`src/rtl/sdh_cmd_pkg.sv`:
```
package sdh_cmd_pkg;

  localparam int STS_W = 4;

  typedef enum logic [1:0] {
    RSP_NONE  = 2'b00,
    RSP_LONG  = 2'b01,
    RSP_SHORT = 2'b10,
    RSP_BUSY  = 2'b11
  } rsp_kind_e;

  typedef struct packed {
    logic [5:0] index;
    logic       data_sel;
    logic       idx_chk;
    logic       crc_chk;
    rsp_kind_e  kind;
  } cmd_fields_t;

  function automatic cmd_fields_t decode_cmd(input logic [15:0] w);
    cmd_fields_t f;
    f.index    = w[13:8];
    f.data_sel = w[5];
    f.idx_chk  = w[4];
    f.crc_chk  = w[3];
    f.kind     = rsp_kind_e'(w[1:0]);
    return f;
  endfunction

endpackage

```
`src/rtl/sdh_cmd_seq.sv`:
```
module sdh_cmd_seq
  import sdh_cmd_pkg::*;
#(
  parameter int TMO_CYCLES = 32
) (
  input  logic        clk,
  input  logic        rst_n,
  input  logic        cmd_wr,
  input  logic [15:0] cmd_word,
  input  logic [31:0] arg_now,
  input  logic        sd_tick,
  input  logic        dat0,
  input  logic        rsp_valid,
  input  logic        rsp_crc_ok,
  input  logic        rsp_idx_ok,
  output logic        issue_valid,
  output cmd_fields_t issue_fields,
  output logic [31:0] issue_arg,
  output logic        cmd_inh,
  output logic        dat_inh,
  output logic        ev_done,
  output logic        ev_tmo,
  output logic        ev_crc,
  output logic        ev_idx,
  output logic        cap_en,
  output logic        cap_long
);

  localparam int CNT_W = (TMO_CYCLES > 1) ? $clog2(TMO_CYCLES) : 1;
  localparam logic [CNT_W-1:0] CNT_LAST = CNT_W'(TMO_CYCLES - 1);

  typedef enum logic [1:0] {ST_IDLE, ST_ISSUE, ST_WAIT} seq_state_e;

  seq_state_e        state_q, state_n;
  cmd_fields_t       lat_q, lat_n;
  logic [31:0]       arg_q, arg_n;
  logic [CNT_W-1:0]  cnt_q, cnt_n;
  logic              cinh_q, cinh_n;
  logic              dinh_q, dinh_n;
  logic              bw_q, bw_n;
  cmd_fields_t       new_f;
  logic              need_dat, accept, crc_bad, idx_bad;

  always_comb begin
    state_n  = state_q;
    lat_n    = lat_q;
    arg_n    = arg_q;
    cnt_n    = cnt_q;
    cinh_n   = cinh_q;
    dinh_n   = dinh_q;
    bw_n     = bw_q;
    ev_done  = 1'b0;
    ev_tmo   = 1'b0;
    ev_crc   = 1'b0;
    ev_idx   = 1'b0;
    cap_en   = 1'b0;
    new_f    = decode_cmd(cmd_word);
    need_dat = new_f.data_sel || (new_f.kind == RSP_BUSY);
    accept   = cmd_wr && !cinh_q && !(dinh_q && need_dat);
    crc_bad  = lat_q.crc_chk && !rsp_crc_ok;
    idx_bad  = lat_q.idx_chk && !rsp_idx_ok;

    // busy release once the card lets DAT0 go high
    if (bw_q && dat0) begin
      bw_n   = 1'b0;
      dinh_n = 1'b0;
    end

    case (state_q)
      ST_IDLE: begin
        if (accept) begin
          state_n = ST_ISSUE;
          lat_n   = new_f;
          arg_n   = arg_now;
          cinh_n  = 1'b1;
          if (new_f.kind == RSP_BUSY) dinh_n = 1'b1;
        end
      end
      ST_ISSUE: begin
        cnt_n = '0;
        if (lat_q.kind == RSP_NONE) begin
          ev_done = 1'b1;
          cinh_n  = 1'b0;
          state_n = ST_IDLE;
        end else begin
          state_n = ST_WAIT;
        end
      end
      ST_WAIT: begin
        if (rsp_valid) begin
          cap_en  = 1'b1;
          cinh_n  = 1'b0;
          state_n = ST_IDLE;
          if (crc_bad || idx_bad) begin
            ev_crc = crc_bad;
            ev_idx = idx_bad;
            dinh_n = 1'b0;
          end else begin
            ev_done = 1'b1;
            if (lat_q.kind == RSP_BUSY) bw_n = 1'b1;
          end
        end else if (sd_tick) begin
          if (cnt_q == CNT_LAST) begin
            ev_tmo  = 1'b1;
            cinh_n  = 1'b0;
            dinh_n  = 1'b0;
            state_n = ST_IDLE;
          end else begin
            cnt_n = cnt_q + 1'b1;
          end
        end
      end
      default: state_n = ST_IDLE;
    endcase
  end

  always_ff @(posedge clk or negedge rst_n) begin
    if (!rst_n) begin
      state_q <= ST_IDLE;
      lat_q   <= '0;
      arg_q   <= '0;
      cnt_q   <= '0;
      cinh_q  <= 1'b0;
      dinh_q  <= 1'b0;
      bw_q    <= 1'b0;
    end else begin
      state_q <= state_n;
      lat_q   <= lat_n;
      arg_q   <= arg_n;
      cnt_q   <= cnt_n;
      cinh_q  <= cinh_n;
      dinh_q  <= dinh_n;
      bw_q    <= bw_n;
    end
  end

  assign issue_valid  = (state_q == ST_ISSUE);
  assign issue_fields = lat_q;
  assign issue_arg    = arg_q;
  assign cmd_inh      = cinh_q;
  assign dat_inh      = dinh_q;
  assign cap_long     = (lat_q.kind == RSP_LONG);

  // the launch request lasts exactly one cycle
  p_issue_pulse_r2: assert property (@(posedge clk) disable iff (!rst_n)
    issue_valid |=> !issue_valid);

  // a write landing on a pending command never launches anything
  p_reject_pending_r10: assert property (@(posedge clk) disable iff (!rst_n)
    (cinh_q && cmd_wr) |=> !issue_valid);

  // DAT inhibit holds while DAT0 is low and no error ends the command
  p_busy_hold_r9: assert property (@(posedge clk) disable iff (!rst_n)
    (dinh_q && !dat0 && !ev_crc && !ev_idx && !ev_tmo) |=> dinh_q);

  // the wait counter only moves on an SD tick
  p_tmo_hold_r8: assert property (@(posedge clk) disable iff (!rst_n)
    (state_q == ST_WAIT && !sd_tick && !rsp_valid) |=> $stable(cnt_q));

endmodule

```
`src/rtl/sdh_rsp_store.sv`:
```
module sdh_rsp_store #(
  parameter int FRAME_W = 136,
  parameter int WORDS   = 4
) (
  input  logic                   clk,
  input  logic                   rst_n,
  input  logic                   cap_en,
  input  logic                   cap_long,
  input  logic [FRAME_W-1:0]     frame,
  output logic [WORDS-1:0][31:0] words
);

  localparam int IMG_W = WORDS * 32;

  logic [IMG_W-1:0]       img;
  logic [WORDS-1:0][31:0] q, d;
  logic                   unused_bits;

  // CRC byte at the bottom is dropped; the top byte of the last word is zero
  assign img         = {8'h00, frame[IMG_W-1:8]};
  assign unused_bits = ^{frame[FRAME_W-1:IMG_W], frame[7:0]};

  for (genvar i = 0; i < WORDS; i++) begin : g_word
    logic load;
    assign load = cap_en && ((i == 0) || cap_long);
    always_comb d[i] = load ? img[32*i +: 32] : q[i];
    always_ff @(posedge clk or negedge rst_n) begin
      if (!rst_n) q[i] <= '0;
      else        q[i] <= d[i];
    end
  end

  assign words = q;

  // a short response never disturbs the upper words
  p_upper_hold_r4: assert property (@(posedge clk) disable iff (!rst_n)
    (cap_en && !cap_long) |=> $stable(q[WORDS-1:1]));

endmodule

```
`src/rtl/sdh_cmd_status.sv`:
```
module sdh_cmd_status
  import sdh_cmd_pkg::*;
(
  input  logic             clk,
  input  logic             rst_n,
  input  logic [STS_W-1:0] set,
  input  logic [STS_W-1:0] clr,
  output logic [STS_W-1:0] sts
);

  logic [STS_W-1:0] q, d;

  for (genvar i = 0; i < STS_W; i++) begin : g_bit
    always_comb d[i] = set[i] | (q[i] & ~clr[i]);
    always_ff @(posedge clk or negedge rst_n) begin
      if (!rst_n) q[i] <= 1'b0;
      else        q[i] <= d[i];
    end

    // a set event is always visible next cycle
    p_set_wins_r12: assert property (@(posedge clk) disable iff (!rst_n)
      set[i] |=> q[i]);
  end

  assign sts = q;

  // a command never both completes and fails
  p_done_excl_err_r6: assert property (@(posedge clk) disable iff (!rst_n)
    !(set[0] && (|set[STS_W-1:1])));

endmodule

```
`src/rtl/sdh_cmd_issue.sv`:
```
module sdh_cmd_issue
  import sdh_cmd_pkg::*;
#(
  parameter int TMO_CYCLES = 32,
  parameter int FRAME_W    = 136
) (
  input  logic               clk,
  input  logic               rst_n,
  input  logic               arg_wr,
  input  logic [31:0]        arg_wdata,
  input  logic               cmd_wr,
  input  logic [15:0]        cmd_wdata,
  input  logic [3:0]         sts_clr,
  input  logic               sd_tick,
  input  logic [3:0]         dat_level,
  input  logic               rsp_valid,
  input  logic [FRAME_W-1:0] rsp_frame,
  input  logic               rsp_crc_ok,
  input  logic               rsp_idx_ok,
  output logic               issue_valid,
  output logic [5:0]         issue_index,
  output logic [31:0]        issue_arg,
  output logic [1:0]         issue_kind,
  output logic               issue_data,
  output logic [31:0]        present_state,
  output logic               sts_cmd_done,
  output logic               sts_err,
  output logic               sts_timeout,
  output logic               sts_crc_err,
  output logic               sts_idx_err,
  output logic [31:0]        rsp_word0,
  output logic [31:0]        rsp_word1,
  output logic [31:0]        rsp_word2,
  output logic [31:0]        rsp_word3
);

  logic [31:0]      arg_q, arg_d;
  cmd_fields_t      fields;
  logic             cmd_inh, dat_inh;
  logic             ev_done, ev_tmo, ev_crc, ev_idx, cap_en, cap_long;
  logic [STS_W-1:0] sts;
  logic [3:0][31:0] words;

  always_comb arg_d = arg_wr ? arg_wdata : arg_q;
  always_ff @(posedge clk or negedge rst_n) begin
    if (!rst_n) arg_q <= '0;
    else        arg_q <= arg_d;
  end

  sdh_cmd_seq #(.TMO_CYCLES(TMO_CYCLES)) u_seq (
    .clk(clk), .rst_n(rst_n),
    .cmd_wr(cmd_wr), .cmd_word(cmd_wdata), .arg_now(arg_q),
    .sd_tick(sd_tick), .dat0(dat_level[0]),
    .rsp_valid(rsp_valid), .rsp_crc_ok(rsp_crc_ok), .rsp_idx_ok(rsp_idx_ok),
    .issue_valid(issue_valid), .issue_fields(fields), .issue_arg(issue_arg),
    .cmd_inh(cmd_inh), .dat_inh(dat_inh),
    .ev_done(ev_done), .ev_tmo(ev_tmo), .ev_crc(ev_crc), .ev_idx(ev_idx),
    .cap_en(cap_en), .cap_long(cap_long)
  );

  sdh_rsp_store #(.FRAME_W(FRAME_W), .WORDS(4)) u_store (
    .clk(clk), .rst_n(rst_n),
    .cap_en(cap_en), .cap_long(cap_long), .frame(rsp_frame),
    .words(words)
  );

  sdh_cmd_status u_sts (
    .clk(clk), .rst_n(rst_n),
    .set({ev_idx, ev_crc, ev_tmo, ev_done}),
    .clr(sts_clr),
    .sts(sts)
  );

  assign issue_index   = fields.index;
  assign issue_kind    = fields.kind;
  assign issue_data    = fields.data_sel;
  assign present_state = {8'h00, dat_level, 18'h0, dat_inh, cmd_inh};
  assign sts_cmd_done  = sts[0];
  assign sts_timeout   = sts[1];
  assign sts_crc_err   = sts[2];
  assign sts_idx_err   = sts[3];
  assign sts_err       = |sts[3:1];
  assign rsp_word0     = words[0];
  assign rsp_word1     = words[1];
  assign rsp_word2     = words[2];
  assign rsp_word3     = words[3];

endmodule

```
`config.mk`:
```
export PLATFORM = sky130hd
export DESIGN_NAME = sdh_cmd_issue
export DESIGN_NICKNAME = d
export VERILOG_FILES = /design/src/rtl/sdh_cmd_pkg.sv /design/src/rtl/sdh_cmd_seq.sv /design/src/rtl/sdh_rsp_store.sv /design/src/rtl/sdh_cmd_status.sv /design/src/rtl/sdh_cmd_issue.sv
export SDC_FILE = /design/constraint.sdc
export NUM_CORES = 1
export LEC_CHECK = 0
export ABC_CLOCK_PERIOD_IN_PS = 2050
export BUFFER_PORTS_ARGS = -buffer_cell sky130_fd_sc_hd__buf_2
export CAP_MARGIN = 25
export CORE_UTILIZATION = 25
export DETAILED_ROUTE_END_ITERATION = 8
export GPL_TIMING_DRIVEN = 0
export PLACE_DENSITY = 0.6
export SLEW_MARGIN = 20
export SYNTH_ARGS = -nofsm -noshare
export SYNTH_HDL_FRONTEND = slang
export SYNTH_SLANG_ARGS = --single-unit
```
`constraint.sdc`:
```
create_clock -name clk -period 2.05 [get_ports clk]
set_input_delay 0.205 -clock clk [delete_from_list [all_inputs] [get_ports clk]]
set_output_delay 0.205 -clock clk [all_outputs]
set_load 0.02 [all_outputs]
```
==> impl_results.md <==
* DR vias/cell at 3.98
* # IOs at 407
* Final Hold Fails at 0
* RePlAce Congestion at around 0.7
* Clock skew at between 0.007 and 0.008 ns
* Most used cell, CP: buf_6
* Worst slew pin tran at roughly 0.65 ns
* Most frequent cells in the layout: 354 x buf_2, 209 x dfrtp_1, 171 x dlygate4sd3_1
* Number of flops mapped to enable cells by yosys at 0
* Maximum VDD drop at ~0.85 mV
* Final slew viol count at 0
* DRC errors left at 0
* Synthesized flop and latch total at 209
* GRT overflow at 0
* Pwr Density at ~1300 nW/um^2
* Pleak at 6.94 nW
* CTS sink count at between 200 and 250
* Final Instance Count excl. Fillers at 1595
* Drt first-iter violations at 105
* # fillers at 3132
* Min-delay src: rsp_crc_ok
* Row count at between 60 and 70
* Worst Setup SP: u_seq.state_q[0]
* Ant diodes at 0
* Worst Path Required at 2.44 ns
* Cells after Synth at 543
* Syn Area/Cell at 15.6 um^2
* Crit. End Element: flip-flop
* Hold crit path type: in2reg
* RSZ-0062 raised after global routing: no
* Initial antenna violation count at 0
* Top post-synthesis cells by area: dfrtp_1 62%, mux2_2 18%, mux2_1 5.2%
* Critical-path top delay cell: dfrtp_1
* Status: finished, final reports clean
* Buf/Inv on CP at 4
* CP arrival at 2.34 ns
* Fin crit period at slightly below 2 ns
* Global-route wire length before repair at 33200 um
* Area fraction of the dominant cell type after synthesis at 61.7%
* Share of flip-flops with an asynchronous set or reset at 100%
* Largest net degree at the start of global routing at 87
* Vias in the first global route at 6352
* Die width at 186 um
* Starting utilization of the core area at between 20% and 30%
* Period utilization at a little over nine tenths
* Crit start category: flip-flop
* CTS buffer count at 24
* Max-capacitance violation count at 0
* Worst-skew pair later-pin latency at 0.52 ns
* PortBufs at 347
* Setup total negative slack at 0 ns
* CTS tree: done
* Full die area at 34600 um^2
* Synth warnings at 0
* Main synth FF type: dfrtp_1
* Fin nets at between 1000 and 1500
* Antenna Nets Post-Route at 0
* Max Fanout on Critical Path at 10
* Reg area at 5230 um^2
* DRT Pass-1 Iters at 4
* Family with the most delay on the worst path: buffers and inverters
* Yosys cell types at 37
* CTS H-tree lvls at 1
* Leading area contributor after synthesis: dfrtp_1
* Kind of critical path: reg2reg
* Seq/Total Area, Yosys at 61.7%
* DP HPWL at 15100 um
* Crit-path cells: inv_1 -> ha_4 -> and2_1 -> buf_6 -> nand3b_4 -> buf_8 -> buf_6 -> mux2_4
* CTS Buffer Depth at 3
* Setup violators final at 0
* Clk root buf: clkbuf_16
* CP max stage delay at 0.42 ns
* Power, Total at between 15 and 20 mW
* Multi-input gate area at 2830 um^2
* Area grow syn2layout at 60.3%
* Reg clk slew, reported paths at 0.06 ns
* RR Startpoint: u_seq.state_q[0]
* Slew HR at a little under three fifths
* Most common cell after layout, fill and taps aside: buf_2
* WL/cell at 14.1 um
* Total number of vias at 6341
* CORE AREA at 33400 um^2
* Share of layout cells above drive strength 1 at 54.6%
* Overall die height at between 150 and 200 um
* Max Clock Freq at 0.513 GHz
* Total track usage at 12.1%
* Placed cell count at 1373
* Routed wire length at between 20000 and 25000 um
* Cell Area, Synth at 8470 um^2
registers in the layout, indices dropped and copies added (netlist names):
register,flops
u_seq.issue_fields,11
u_seq.issue_arg,32
u_seq.state_q,2
u_seq.cmd_inh,1
u_seq.cnt_q,5
u_store.words,120
u_seq.dat_inh,1
u_sts.sts,4
u_seq.bw_q,1
arg_q,32
cell families after synthesis:
| family | synth area share, % |
|---|---|
| mux | 27.2 |
| flops | 61.7 |
| other cells | 0.0443 |
| fa+ha+maj | 0.886 |
| compound gates | 1.61 |
| buf+inv | 6.53 |
| simple gates | 1.83 |
| xor+xnor | 0.207 |
routing by layer:
layer / up-vias / track usage [%] / wire length, um
met5: - / 0 / 0
met2: 247 / 21.9 / 11400
met4: 0 / 4.23 / 720
li1: 2982 / - / -
met1: 3072 / 13.5 / 8700
met3: 40 / 3.35 / 1670
worst paths after layout:
path                                 endpoint  slack (ns)  cells after the start
hold / removal                   u_sts.sts[2]        0.03                      3
max in group asynchronous   u_store.words[24]        1.11                      3
setup / recovery            u_store.words[90]        0.10                      8
setup reg to reg            u_store.words[90]        0.10                      8
min in group asynchronous   u_store.words[59]        0.18                      2
hold reg to reg            u_seq.issue_arg[6]        0.48                      1
area by class of cell:
class / instances / area share, %
clock inverter: 10 / 0.801
tap: 448 / 4.13
clock buffer: 34 / 5.29
timing repair buffer: 527 / 26.2
multi-input combinational: 286 / 20.9
inverter: 10 / 0.276
buffer: 71 / 3.91
sequential: 209 / 38.5
where the power goes:
part / internal (mW) / switching, mW
combinational: 2.92 / 3.55
sequential: 5.67 / 0.767
clock: 2.69 / 1.72
total: 11.3 / 6.03
cell usage after synthesis, types with 2 or more instances:
| library cell | number |
|---|---|
| buf_1 | 3 |
| o21ai_0 | 4 |
| dfrtp_1 | 209 |
| nand4_1 | 2 |
| o22ai_1 | 2 |
| buf_2 | 10 |
| nor2b_1 | 3 |
| nand2b_1 | 3 |
| a21oi_1 | 3 |
| mux2_2 | 138 |
| buf_4 | 49 |
| inv_1 | 10 |
| ha_1 | 6 |
| clkbuf_1 | 2 |
| mux2_4 | 20 |
| nand2_1 | 9 |
| xor2_1 | 2 |
| mux2_1 | 39 |
| a21o_1 | 2 |
| buf_6 | 7 |
| nor2_1 | 4 |
worst register-to-register path, delay by kind of cell, from the launching register on:
family,cells,cell delay [ns]
muxes,1,0.31
buffers and inverters,4,0.60
and+or+nand+nor,2,0.30
adders and majority gates,1,0.20
DFF,1,0.42
stage by stage:
step / util (%) / area [um^2] / hold WS, ns / setup WS [ns]
6_report: 40.6 / 13600 / 0.0317 / 0.102
5_1_grt: 40.6 / 13600 / 0.0214 / 0.00752
4_1_cts: 40.5 / 13600 / 0.00289 / 0.0694
3_5_place_dp: 32.8 / 11000 / 0.121 / -0.242
3_3_place_gp: 32.6 / 10900 / 0.390 / -2.91
2_1_floorplan: - / 8600 / -0.0906 / 0.196
what timing repair did:
item,in CTS,in global routing
hold endpoints to repair,264,0
hold buffers,171,0
resized for setup,6,4
setup endpoints to repair,87,6
buffers inserted,4,3
No activity file was read; power rests on OpenSTA's default activity.
